**src/rtl/lcdtg_pkg.sv**
```systemverilog
package lcdtg_pkg;

  typedef struct packed {
    logic full_area;
    logic scan_right;
    logic scan_down;
  } scan_cfg_t;

  localparam scan_cfg_t CFG_RESET = '{full_area: 1'b1, scan_right: 1'b1, scan_down: 1'b1};

endpackage

```
**src/rtl/lcdtg_sync_edge.sv**
```systemverilog
module lcdtg_sync_edge #(
  parameter int N = 2
) (
  input  logic         clk,
  input  logic         rst_n,
  input  logic [N-1:0] lvl,
  output logic [N-1:0] rise
);

  logic [N-1:0] lvl_q;

  always_ff @(posedge clk) begin
    if (!rst_n) lvl_q <= '0;
    else        lvl_q <= lvl;
  end

  // rising edge of each sync level, same cycle as the input
  assign rise = lvl & ~lvl_q;

endmodule

```
**src/rtl/lcdtg_line_timer.sv**
```systemverilog
module lcdtg_line_timer #(
  parameter int HPOS_W    = 11,
  parameter int HALF_LOG2 = 2,
  parameter int H_CLOCKS  = 134,
  parameter int H_START   = 32,
  parameter int ENB_AT    = 16,
  parameter int ENB_TAIL  = 16,
  parameter int PCG_GAP   = 4,
  parameter int PCG_W     = 36
) (
  input  logic              clk,
  input  logic              rst_n,
  input  logic              line_start,
  input  logic              scan_right,
  output logic [HPOS_W-1:0] hpos,
  output logic              h_start,
  output logic              hck_p,
  output logic              hck_n,
  output logic              gate_en,
  output logic              pcg_pulse,
  output logic              v_clk,
  output logic              video_inv
);

  localparam int HALF    = 1 << HALF_LOG2;
  localparam int HPER    = 2 * HALF;
  localparam int H_END   = H_START + H_CLOCKS * HPER;
  localparam int ENB_OFF = H_END + ENB_TAIL;
  localparam int PCG_ON  = ENB_OFF + PCG_GAP;
  localparam int PCG_OFF = PCG_ON + PCG_W;
  localparam int HST_R   = H_START - HPER;
  localparam int HST_L   = H_START - HALF;

  localparam logic [HPOS_W-1:0] HPOS_MAX  = '1;
  localparam logic [HPOS_W-1:0] VID_ON_P  = HPOS_W'(H_START);
  localparam logic [HPOS_W-1:0] VID_OFF_P = HPOS_W'(H_END);
  localparam logic [HPOS_W-1:0] ENB_ON_P  = HPOS_W'(ENB_AT);
  localparam logic [HPOS_W-1:0] ENB_OFF_P = HPOS_W'(ENB_OFF);
  localparam logic [HPOS_W-1:0] PCG_ON_P  = HPOS_W'(PCG_ON);
  localparam logic [HPOS_W-1:0] PCG_OFF_P = HPOS_W'(PCG_OFF);
  localparam logic [HPOS_W-1:0] HSTR_ON_P = HPOS_W'(HST_R);
  localparam logic [HPOS_W-1:0] HSTR_OFF_P= HPOS_W'(HST_R + HPER);
  localparam logic [HPOS_W-1:0] HSTL_ON_P = HPOS_W'(HST_L);
  localparam logic [HPOS_W-1:0] HSTL_OFF_P= HPOS_W'(HST_L + HPER);
  localparam logic [HPOS_W-1:0] HALF_MASK = HPOS_W'(HALF);

  // tick counter: restarts on each line start, parks at all-ones
  always_ff @(posedge clk) begin
    if (!rst_n) begin
      hpos      <= HPOS_MAX;
      v_clk     <= 1'b0;
      video_inv <= 1'b0;
    end else if (line_start) begin
      hpos      <= '0;
      v_clk     <= ~v_clk;
      video_inv <= ~video_inv;
    end else if (hpos != HPOS_MAX) begin
      hpos <= hpos + 1'b1;
    end
  end

  logic              in_video;
  logic [HPOS_W-1:0] vid_off;
  logic              second_half;
  logic [HPOS_W-1:0] hst_lo;
  logic [HPOS_W-1:0] hst_hi;

  always_comb begin
    in_video    = (hpos >= VID_ON_P) && (hpos < VID_OFF_P);
    vid_off     = hpos - VID_ON_P;
    second_half = |(vid_off & HALF_MASK);
    // right scan: positive phase leads; left scan: it trails
    hck_p       = in_video && (second_half ^ scan_right);
    hck_n       = ~hck_p;
    hst_lo      = scan_right ? HSTR_ON_P  : HSTL_ON_P;
    hst_hi      = scan_right ? HSTR_OFF_P : HSTL_OFF_P;
    h_start     = (hpos >= hst_lo) && (hpos < hst_hi);
    gate_en     = (hpos >= ENB_ON_P) && (hpos < ENB_OFF_P);
    pcg_pulse   = (hpos >= PCG_ON_P) && (hpos < PCG_OFF_P);
  end

endmodule

```
**src/rtl/lcdtg_frame_seq.sv**
```systemverilog
module lcdtg_frame_seq import lcdtg_pkg::*; #(
  parameter int HPOS_W      = 11,
  parameter int VLINE_W     = 10,
  parameter int FULL_LINES  = 604,
  parameter int SHORT_LINES = 500,
  parameter int V_FIRST     = 20,
  parameter int BLK_AT      = 4,
  parameter int BLK_LINES   = 8,
  parameter int VST_SPLIT   = 600
) (
  input  logic               clk,
  input  logic               rst_n,
  input  logic               line_start,
  input  logic               frame_arm,
  input  scan_cfg_t          cfg_in,
  input  logic [HPOS_W-1:0]  hpos,
  output scan_cfg_t          cfg_q,
  output logic [VLINE_W-1:0] vline,
  output logic               frame_start,
  output logic               black,
  output logic               v_start
);

  localparam int CENTER_SHIFT = (FULL_LINES - SHORT_LINES) / 2;

  localparam logic [VLINE_W-1:0] VLINE_MAX   = '1;
  localparam logic [VLINE_W-1:0] ACT_FULL_P  = VLINE_W'(V_FIRST);
  localparam logic [VLINE_W-1:0] ACT_SHORT_P = VLINE_W'(V_FIRST + CENTER_SHIFT);
  localparam logic [VLINE_W-1:0] BLK_ON_P    = VLINE_W'(BLK_AT);
  localparam logic [VLINE_W-1:0] BLK_OFF_P   = VLINE_W'(BLK_AT + BLK_LINES);
  localparam logic [HPOS_W-1:0]  SPLIT_P     = HPOS_W'(VST_SPLIT);

  logic armed;

  assign frame_start = line_start && (armed || frame_arm);

  always_ff @(posedge clk) begin
    if (!rst_n) begin
      armed <= 1'b0;
      vline <= VLINE_MAX;
      cfg_q <= CFG_RESET;
    end else if (line_start) begin
      armed <= 1'b0;
      if (frame_start) begin
        vline <= '0;
        cfg_q <= cfg_in;   // options switch only here
      end else if (vline != VLINE_MAX) begin
        vline <= vline + 1'b1;
      end
    end else if (frame_arm) begin
      armed <= 1'b1;
    end
  end

  logic [VLINE_W-1:0] act_line;
  logic [VLINE_W-1:0] lead_line;

  always_comb begin
    act_line  = cfg_q.full_area ? ACT_FULL_P : ACT_SHORT_P;
    lead_line = act_line - 1'b1;
    black     = (vline >= BLK_ON_P) && (vline < BLK_OFF_P);
    if (cfg_q.scan_down)
      v_start = (vline == lead_line);
    else
      v_start = ((vline == lead_line) && (hpos >= SPLIT_P)) ||
                ((vline == act_line)  && (hpos <  SPLIT_P));
  end

endmodule

```
**src/rtl/lcdtg_panel_timing.sv**
```systemverilog
module lcdtg_panel_timing import lcdtg_pkg::*; #(
  parameter int HPOS_W      = 11,
  parameter int VLINE_W     = 10,
  parameter int HALF_LOG2   = 2,
  parameter int H_CLOCKS    = 134,
  parameter int H_START     = 32,
  parameter int ENB_AT      = 16,
  parameter int ENB_TAIL    = 16,
  parameter int PCG_GAP     = 4,
  parameter int PCG_W       = 36,
  parameter int FULL_LINES  = 604,
  parameter int SHORT_LINES = 500,
  parameter int V_FIRST     = 20,
  parameter int BLK_AT      = 4,
  parameter int BLK_LINES   = 8,
  parameter int VST_SPLIT   = 600
) (
  input  logic clk,
  input  logic rst_n,
  input  logic hsync,
  input  logic vsync,
  input  logic cfg_full_area,
  input  logic cfg_scan_right,
  input  logic cfg_scan_down,
  output logic h_start_o,
  output logic h_clk_p_o,
  output logic h_clk_n_o,
  output logic v_start_o,
  output logic v_clk_o,
  output logic gate_en_o,
  output logic precharge_o,
  output logic black_o,
  output logic area_full_o,
  output logic scan_right_o,
  output logic scan_down_o,
  output logic video_inv_o
);

  logic [1:0]         sync_rise;
  logic               line_start;
  logic               frame_arm;
  logic [HPOS_W-1:0]  hpos;
  logic [VLINE_W-1:0] vline;
  logic               pcg_pulse;
  logic               frame_start;
  scan_cfg_t          cfg_in;
  scan_cfg_t          cfg_q;

  assign cfg_in = '{full_area: cfg_full_area, scan_right: cfg_scan_right,
                    scan_down: cfg_scan_down};

  lcdtg_sync_edge #(.N(2)) u_edge (
    .clk  (clk),
    .rst_n(rst_n),
    .lvl  ({vsync, hsync}),
    .rise (sync_rise)
  );

  assign line_start = sync_rise[0];
  assign frame_arm  = sync_rise[1];

  lcdtg_line_timer #(
    .HPOS_W(HPOS_W), .HALF_LOG2(HALF_LOG2), .H_CLOCKS(H_CLOCKS),
    .H_START(H_START), .ENB_AT(ENB_AT), .ENB_TAIL(ENB_TAIL),
    .PCG_GAP(PCG_GAP), .PCG_W(PCG_W)
  ) u_line (
    .clk       (clk),
    .rst_n     (rst_n),
    .line_start(line_start),
    .scan_right(cfg_q.scan_right),
    .hpos      (hpos),
    .h_start   (h_start_o),
    .hck_p     (h_clk_p_o),
    .hck_n     (h_clk_n_o),
    .gate_en   (gate_en_o),
    .pcg_pulse (pcg_pulse),
    .v_clk     (v_clk_o),
    .video_inv (video_inv_o)
  );

  lcdtg_frame_seq #(
    .HPOS_W(HPOS_W), .VLINE_W(VLINE_W), .FULL_LINES(FULL_LINES),
    .SHORT_LINES(SHORT_LINES), .V_FIRST(V_FIRST), .BLK_AT(BLK_AT),
    .BLK_LINES(BLK_LINES), .VST_SPLIT(VST_SPLIT)
  ) u_frame (
    .clk        (clk),
    .rst_n      (rst_n),
    .line_start (line_start),
    .frame_arm  (frame_arm),
    .cfg_in     (cfg_in),
    .hpos       (hpos),
    .cfg_q      (cfg_q),
    .vline      (vline),
    .frame_start(frame_start),
    .black      (black_o),
    .v_start    (v_start_o)
  );

  assign precharge_o  = pcg_pulse | black_o;
  assign area_full_o  = cfg_q.full_area;
  assign scan_right_o = cfg_q.scan_right;
  assign scan_down_o  = cfg_q.scan_down;

endmodule

```
**config.mk**
```make
export PLATFORM = sky130hd
export DESIGN_NAME = lcdtg_panel_timing
export DESIGN_NICKNAME = d
export VERILOG_FILES = /design/src/rtl/lcdtg_pkg.sv /design/src/rtl/lcdtg_sync_edge.sv /design/src/rtl/lcdtg_line_timer.sv /design/src/rtl/lcdtg_frame_seq.sv /design/src/rtl/lcdtg_panel_timing.sv
export SDC_FILE = /design/constraint.sdc
export NUM_CORES = 1
export LEC_CHECK = 0
export ABC_CLOCK_PERIOD_IN_PS = 2150
export CAP_MARGIN = 10
export CORE_ASPECT_RATIO = 2
export CORE_MARGIN = 2
export CORE_UTILIZATION = 35
export DETAILED_ROUTE_END_ITERATION = 16
export GPL_TIMING_DRIVEN = 0
export SKIP_LAST_GASP = 1
export SLEW_MARGIN = 10
export SYNTH_ARGS = -nofsm -noshare
export SYNTH_HDL_FRONTEND = slang
export SYNTH_HIERARCHICAL = 1
export SYNTH_SLANG_ARGS = --single-unit
export TNS_END_PERCENT = 50
```
**constraint.sdc**
```tcl
create_clock -name clk -period 2.15 [get_ports clk]
set_clock_uncertainty 0.1 [all_clocks]
set_input_delay 0.43 -clock clk [delete_from_list [all_inputs] [get_ports clk]]
set_output_delay 0.43 -clock clk [all_outputs]
set_load 0.05 [all_outputs]
```
# Yosys cells after proc, flatten, opt, wreduce, memory -nomap -nowiden

Index checks and enable logic that the tools add are counted.

Add/sub/neg operators: 4
Reduce and logical (&&, ||, !) cells: 16
Magnitude comparators: 12
Eq/ne operators: 4
Bitwise operators: 8
Muxes and demuxes: 8

Operators with widths:

| operator                                                            | number |
|---|---|
| < comparator 11 bit, second input constant                          | 3 |
| 2-to-1 mux 11 bit                                                   | 2 |
| == test 10 bit                                                      | 2 |
| 2-to-1 mux 10 bit                                                   | 2 |
| adder 11 x 1 -> 11 bit, second input constant                       | 1 |
| greater-or-equal comparator 11 x 10 -> 1 bit, second input constant | 1 |
| greater-or-equal comparator 11 bit, second input constant           | 1 |
| greater-or-equal comparator 11 x 5 -> 1 bit                         | 1 |
| greater-or-equal comparator 11 x 5 -> 1 bit, second input constant  | 1 |
| greater-or-equal comparator 11 x 6 -> 1 bit, second input constant  | 1 |
| < comparator 11 x 10 -> 1 bit, second input constant                | 1 |
| < comparator 11 x 6 -> 1 bit                                        | 1 |
| != test 11 bit, second input constant                               | 1 |
| adder 10 x 1 -> 10 bit, second input constant                       | 1 |
| greater-or-equal comparator 10 x 3 -> 1 bit, second input constant  | 1 |
| < comparator 10 x 4 -> 1 bit, second input constant                 | 1 |
| != test 10 bit, second input constant                               | 1 |
| subtractor 10 x 1 -> 10 bit, second input constant                  | 1 |
| logical AND 1 bit                                                   | 9 |
| 2-to-1 mux 7 bit                                                    | 1 |
| 2-to-1 mux 3 bit                                                    | 2 |
| NOT 1 bit                                                           | 4 |
| AND reduction 2 bit                                                 | 2 |
| nonzero test 2 bit                                                  | 2 |
| 8 further kinds                                                     | 9 |

Logic and storage cells: 61
Flip-flop bits (word level): 29
Output and inout port bits: 12
Input bits: 7

# Longest topological paths before layout

Gate-level depths: netlist (run 1).

Word-level depth: 6
Mapped depth: 7
Depth with buffers taken out: 6

# By module

The synthesis (run 1) kept the hierarchy.

Modules (own cells, without submodules):

| module             | cells an instance | seq. area each (µm²) | area an instance (µm²) | times used |
|---|---|---|---|---|
| lcdtg_frame_seq    | 108               | 280.3                | 849.6                  | 1 |
| lcdtg_line_timer   | 92                | 260.2                | 805.8                  | 1 |
| lcdtg_sync_edge    | 6                 | 40.0                 | 80.1                   | 1 |
| lcdtg_panel_timing | 1                 | 0.0                  | 6.3                    | 1 |

# Worst setup path before layout (run 1)

No wires, ideal clock.

Kind: register -> output
Start point: register u_frame.vline[7]
End point: output precharge_o
Arrival time: 2.607 ns
Setup slack: -0.987 ns
Cell stages (with the launch flop): 5
Path buffers: 0
Data required time: 1.620 ns
Path through: dfxtp_1 > nor2_1 > nand2_1 > nor4_1 > or2_1

Word-level cells in the longest chain between the ends: 3
Elaborated cells on any way between the ends: 4
Those cells by class: 2 x order compare; 1 x bitwise; 1 x reduce/logical

Ends and longest elaborated chain:

| element                                                                                            | line                     | source |
|---|---|---|
| start: declaration                                                                                 | lcdtg_frame_seq.sv:18    | `output logic [VLINE_W-1:0] vline,` |
| start signal: assignment                                                                           | lcdtg_frame_seq.sv:48    | `vline <= vline + 1'b1;` |
| greater-or-equal comparator 10 x 3 -> 1 bit / < comparator 10 x 4 -> 1 bit (equally long branches) | lcdtg_frame_seq.sv:61    | `black = (vline >= BLK_ON_P) && (vline < BLK_OFF_P);` |
| logical AND 1 bit *                                                                                | lcdtg_frame_seq.sv:61    |  |
| named net black_o                                                                                  | lcdtg_panel_timing.sv:32 | `output logic black_o,` |
| OR 1 bit *                                                                                         | lcdtg_panel_timing.sv:99 | `assign precharge_o = pcg_pulse \| black_o;` |
| end: declaration                                                                                   | lcdtg_panel_timing.sv:31 | `output logic precharge_o,` |

The timed path passes the listed nets; every way through them passes the cells marked *.

# Worst setup path in the final report (run 1)

Start point: register u_line.hpos[2]
End point: output h_start_o

Word-level cells in the longest chain between the ends: 2
Elaborated cells on any way between the ends: 3
Those cells by class: 2 x order compare; 1 x reduce/logical

Ends and longest elaborated chain:

| element                                                                                            | line                     | source |
|---|---|---|
| start: declaration                                                                                 | lcdtg_line_timer.sv:15   | `output logic [HPOS_W-1:0] hpos,` |
| start signal: assignment                                                                           | lcdtg_line_timer.sv:58   | `hpos <= hpos + 1'b1;` |
| greater-or-equal comparator 11 x 5 -> 1 bit / < comparator 11 x 6 -> 1 bit (equally long branches) | lcdtg_line_timer.sv:77   | `h_start = (hpos >= hst_lo) && (hpos < hst_hi);` |
| logical AND 1 bit *                                                                                | lcdtg_line_timer.sv:77   |  |
| end: declaration                                                                                   | lcdtg_panel_timing.sv:25 | `output logic h_start_o,` |

Mark *: on every way between the ends. The rest lies on a longest branch, timed or not.

==> results of run 1 <==
-- final cells by class --
type	instances	area (um^2)
Fill cell	487	2570
Multi-Input combinational cell	159	1140
Sequential cell	29	594
Timing Repair Buffer	29	249
Buffer	9	80.1
Clock buffer	6	72.6
Tap cell	57	71.3
Inverter	9	36.3
Clock inverter	2	10.0
-- worst paths after layout --
| kind | start | to | slack, ns | cells past startpoint |
|---|---|---|---|---|
| worst max-delay path | u_line/hpos[2] | h_start_o | -0.23 | 7 |
| worst min-delay path | u_frame/cfg_q[0] | u_frame/cfg_q[0] | 0.40 | 2 |
| worst max register to register | u_frame/vline[0] | u_frame/vline[3] | 0.22 | 5 |
| worst min register to register | u_frame/cfg_q[0] | u_frame/cfg_q[0] | 0.40 | 2 |
-- kinds of logic after synthesis --
family,count (synthesis),synth area share (%)
xor+xnor,13,6.54
fa+ha+maj,5,3.59
mux,1,0.575
compound gates,51,20.5
simple gates,89,29.2
buf+inv,19,6.32
flops,29,33.3
-- where the power goes --
part	switching (uW)	leakage [uW]	internal, uW
Combinational	310	0.000674	237
Sequential	80.2	0.000241	602
Clock	208	0.0000450	224
Total	598	0.000960	1060
-- what timing repair did --
item,in CTS,in global routing
pin swaps,3,3
gates cloned,0,0
endpoints found under the setup margin,12,18
setup buffers,3,8
gates resized for setup,49,16
-- state kept, by name (all words and copies together), names as in the netlist --
name,flops
u_line/video_inv,1
u_frame/armed,1
u_edge/lvl_q,2
u_line/hpos,11
u_line/v_clk,1
u_frame/cfg_q,3
u_frame/vline,10
-- routing by layer --
layer  global-route usage (%)  vias to the layer above
met3                     2.16                        9
met4                     9.52                        0
met5                        0                        -
met2                     32.7                       26
li1                         -                      829
met1                     17.9                      755
-- worst max-delay path, cell delays in order (launching register included) --
cell      delay [ns]
dfxtp_4         0.37
inv_4           0.04
ha_4            0.25
or3b_4          0.37
a211oi_2        0.22
a31oi_2         0.07
nor2_4          0.11
buf_8           0.15
-- placed cells by master (no fill, tap or decap), drive strengths merged, types with 3 or more instances in the layout --
master,count
dfxtp,29
nand2,26
buf,23
nor2,14
nand3,13
o21ai,13
clkdlybuf4s50,11
inv,9
clkbuf,9
xor2,7
a21oi,7
xnor2,6
o31ai,6
nor3,6
and2,5
o311ai,5
nand4,5
ha,5
o211ai,3
nor2b,3
and3,3
a31oi,3
-- per-stage QoR --
stage | setup WS, ns | power (uW) | cell area [um^2] | utilization (%) | cells
final | -0.229 | 1660 | 2250 | 46.8 | 300
after global routing | -0.299 | 1760 | 2250 | 46.8 | 300
after CTS | -0.273 | 1650 | 2160 | 44.9 | 293
after detailed placement | -0.714 | 1190 | 2050 | 42.4 | 282
after global placement | -0.705 | 1180 | 2050 | 42.4 | 282
after floorplan | -0.0619 | 1060 | 1790 | - | 207
==> run metrics, run 1 <==
first-pass GRT wire length 7460 um; Post-synth EDFFs 0; # DRC 0; max-slew violation count 0; vias in the first global route 1595; Commonest cells post-synth dfxtp_1, nand2_1, nor2_1; port bufs 18; fraction of layout cells with a size suffix above 1 27.6%; RSZ-0062 raised after global routing yes; num rows 36; Seq/Total Area, Yosys 33.3%; DRT iter0 DRCs 20; gr ovfl total 0; DRT Wirelength 4400 um; core area 4820 um^2; count of different cell masters after synthesis 57; worst setup margin -0.229 ns; DR WL/cell 14.7 um; register bit total from synthesis 29; Post-Syn Area 1740 um^2; Setup TNS Final -0.231 ns; Max-slew headroom 43.8%; min cycle time layout 2.38 ns; CP Capture Type primary output; initial core utilization 36.1%; CTS Buf Count 5; Synth async-reset ratio 0%; maximum VDD drop 0.000484 V; crit-path max FO 2; post-synthesis net count 219; clock-pin slew on the worst setup and hold paths 0.06 ns; Tcrit/Tclk final 111%; Synth area leaders dfxtp_1, nand2_1, nand3_1, ha_1, xor2_1; Fmax 420 MHz; DR vias 1619; Die Ht 104 um; Startpoint Class flop; status finished, violations left; GP Congestion 0.840; Yosys warnings 6; initial antenna violation count 0; syn_area_per_cell 8.41 um^2; Antenna Nets Post-Route 0; CTS tree done; Syn-to-layout area delta 29.4%; Hold Vio Cnt, Final 0; WHS 0.404 ns; CTS Sinks 29; Hold Crit Class reg -> reg; top cell type's share of synthesized area 33.3%; Max Buffers Root-to-Sink 2; # Max-Cap Violations 0; # IOs 19; H-tree lvl count 2; Leak Pwr 0.000960 uW; Main synth FF type dfxtp_1; top sig layer met4; Worst Setup Path Type reg -> out; count leader, synth dfxtp_1; post-synth top area cell dfxtp_1; Worst Max-Slew Pin Slew 0.833 ns; antenna cells 0; Setup-failing EPs final 2; Syn Inst Count 207; met2 WL 2550 um; hold-fix buffer count after cts 0; die area 5590 um^2; largest net degree at the start of global routing 11; met1 WL 1620 um; root buf cell clkbuf_8; GR Util All Layers 17.9%; crit path DAT 1.85 ns; worst skew pair latency 0.28 ns; WP data required 1.62 ns; die width 53.9 um; nets 254; Pre-antenna DRT Iters 4; failing checks setup timing; WL met3 78 um; vias per inst 5.40; DP HPWL 3270 um; P per Cell Area 737 nW/um^2
Note: power is estimated with default switching activity, not from simulation.
==> inputs of run 2 (changes only) <==
ABC_CLOCK_PERIOD_IN_PS = 2600   (was 2150)
CELL_PAD_IN_SITES_DETAIL_PLACEMENT = 1   (was unset)
CELL_PAD_IN_SITES_GLOBAL_PLACEMENT = 1   (was unset)
PLACE_DENSITY_LB_ADDON = 0.1   (was unset)
RECOVER_POWER = 100   (was unset)
clock period = 2.6 ns   (was 2.15 ns; I/O delays follow)
==> run 2 against run 1 <==
The flow still finishes with violations (setup timing). Non-clock buffer count shrank 10. Power is 20% lower. Sequential share of layout area is 1.8 points higher. Count of clock-buffer cells in the layout unchanged. Critical path depth is the same. Worst hold slack worse by 0.026 ns. Combinational power shrank 25%. Worst setup slack better by 0.054 ns. Via count increased by 1.4%. Largest power group unchanged.
==> run metrics, run 2 (synthesis results as in run 1) <==
status finished, violations left; failing checks setup timing; crit path launch u_line/hpos[2]; Startpoint Class flop; Hold Vio Cnt, Final 0 (unchanged); # IOs 19 (unchanged); reg-to-reg startpoint u_edge/lvl_q[0]; Tcrit/Tclk final 107%; vias in the first global route 1833 (+15%); capturing point of the worst reg2reg path u_frame/vline[9]; die width 53.9 um (unchanged); core area 4820 um^2 (unchanged); Hold Path Sink u_frame/cfg_q[1]; maximum VDD drop 0.000414 V (-14%); Hold Crit Class reg -> reg; Worst Max-Slew Pin Slew 0.942 ns (+0.108 ns); RSZ-0062 raised after global routing yes; Pre-antenna DRT Iters 4 (unchanged); antenna cells 0 (unchanged); first-pass GRT wire length 8340 um (+12%); commonest non-fill, non-tap cell in the layout dfxtp_1; largest net degree at the start of global routing 11 (unchanged); max-slew violation count 0 (unchanged); post-CTS setup buffers 0 (-3); clock group share of total power 26.9% (+0.9 points); Placed Cells incl. Taps 282 (unchanged); vias per inst 5.66 (+4.9%); num rows 36 (unchanged); min cycle time layout 2.78 ns; fraction of layout cells with a size suffix above 1 14.2% (-13 points); root buf cell clkbuf_8; Hold Path Stages 2 (unchanged); CTS tree done; Max-slew headroom 36.6% (-7.3 points); port bufs 18 (unchanged); clock-pin slew on the worst setup and hold paths 0.07 ns (about the same); Max Buffers Root-to-Sink 2 (unchanged); cell internal pwr 842 uW (-21%); P per Cell Area 637 nW/um^2 (-14%); Leak Pwr 0.000875 uW (-8.8%); DP HPWL 3860 um (+18%); combinational share of power 30.9% (-2.0 points); DR WL/cell 16.7 um (+14%); GP Congestion 0.824 (-1.9%); DR vias 1642 (+1.4%); crit path DAT 2.16 ns (+0.31 ns); WP data required 1.98 ns (+0.36 ns); Setup-failing EPs final 5 (+3); H-tree lvl count 2 (unchanged); # Max-Cap Violations 0 (unchanged); CTS Sinks 29 (unchanged); post-CTS sizing 17 (-65%); # DRC 0 (unchanged); Reg power frac 42.2% (+1.1 points); CTS Buf Count 5 (unchanged); worst reg2reg path depth 6 (+1); Largest Register u_line/hpos; Place WS -0.656 ns (+0.0574 ns); worst skew pair latency 0.28 ns (about the same); nets 244 (-3.9%); CP Capture Type primary output; crit-path max FO 7 (+5); worst setup margin -0.175 ns (+0.0542 ns); Net Sw Power 484 uW (-19%); Syn-to-layout area delta 19.5%; die area 5590 um^2 (unchanged); Antenna Nets Post-Route 0 (unchanged); flop-to-flop setup slack 0.35 ns (+0.13 ns); initial core utilization 36.1% (unchanged); initial antenna violation count 0 (unchanged); DRT Wirelength 4860 um (+10%); max FFs per register 11 (unchanged); gr ovfl total 0 (unchanged); total power 1330 uW (-20%); Fmax 360 MHz; Die Ht 104 um (unchanged); Top Registers u_line/hpos x11, u_frame/vline x10, u_frame/cfg_q x3; Sw Ratio 36.5% (+0.50 points); Worst Setup Path Type reg -> out; DRT iter0 DRCs 13 (-35%); hold-fix buffer count after cts 0 (unchanged); GR Util All Layers 20.1% (+2.2 points); hold path start u_frame/cfg_q[1]; most frequent cells in the layout dfxtp_1, nand2_1, o21ai_0, nor2_1, nand3_1; post-route insts no fill 290 (-3.3%)
-- run 2: cell count changes in the layout (fill, tap and decap cells not counted), sizes merged, moves of 3 or more --
cell | before | now
dlygate4sd2 | 0 | 3
clkbuf | 9 | 13
clkdlybuf4s50 | 11 | 4
buf | 23 | 6
dlygate4sd3 | 0 | 7
-- run 2: worst max path at each step --
stage	endpoint	slack, ns	cells past startpoint
final	h_start_o	-0.18	7
after global routing	h_start_o	-0.29	7
after CTS	h_start_o	-0.25	7
after detailed placement	h_start_o	-0.66	7
after global placement	h_start_o	-0.61	7
after floorplan	precharge_o	-0.02	4
-- run 2: metrics by stage --
stage	setup TNS, ns	instance area (um^2)	hold slack, ns	util (%)
floorplan	-0.0199	1760	0.417	-
global placement	-1.17	2010	0.365	41.7
detailed placement	-1.86	2010	0.377	41.7
CTS	-0.626	2100	0.391	43.6
global route	-1.95	2080	0.404	43.2
finish	-0.477	2080	0.378	43.2
-- run 2: cell type report --
type	instances	area, um^2
inverters	9	33.8
flip-flops and latches	29	586
fillers	591	2740
plain buffers	10	67.6
repair buffers	18	168
multi-input cells	159	1070
clock inverters	2	10.0
clock buffers	6	72.6
well taps	57	71.3
-- run 2: critical path: stages (launching register included) --
cell and delay, ns:
dfxtp_4 0.39, inv_1 0.07, ha_1 0.34, or3b_2 0.47, a211oi_2 0.22, a31oi_1 0.10, nor2_4 0.13, buf_6 0.16
-- run 2: power groups by stage --
stage	Combinational (uW)	Sequential [uW]	Clock, uW
2_1_floorplan	287	575	0
3_3_place_gp	401	567	0
3_5_place_dp	415	570	0
4_1_cts	417	562	378
5_1_grt	454	571	396
6_report	409	560	357
-- run 2: per-layer routing --
metal / global-route usage [%] / up-vias / wire [um]
li1: - / 803 / -
met1: 17.9 / 787 / 1610
met2: 36.5 / 30 / 2820
met3: 2.88 / 22 / 108
met4: 15.0 / 0 / 308
met5: 0 / - / 0
==> inputs of run 3 (changes only) <==
ABC_CLOCK_PERIOD_IN_PS = unset   (was 2600)
==> results of run 3 <==
Same layout as run 2: the final DEF is identical, and so are final timing and power.
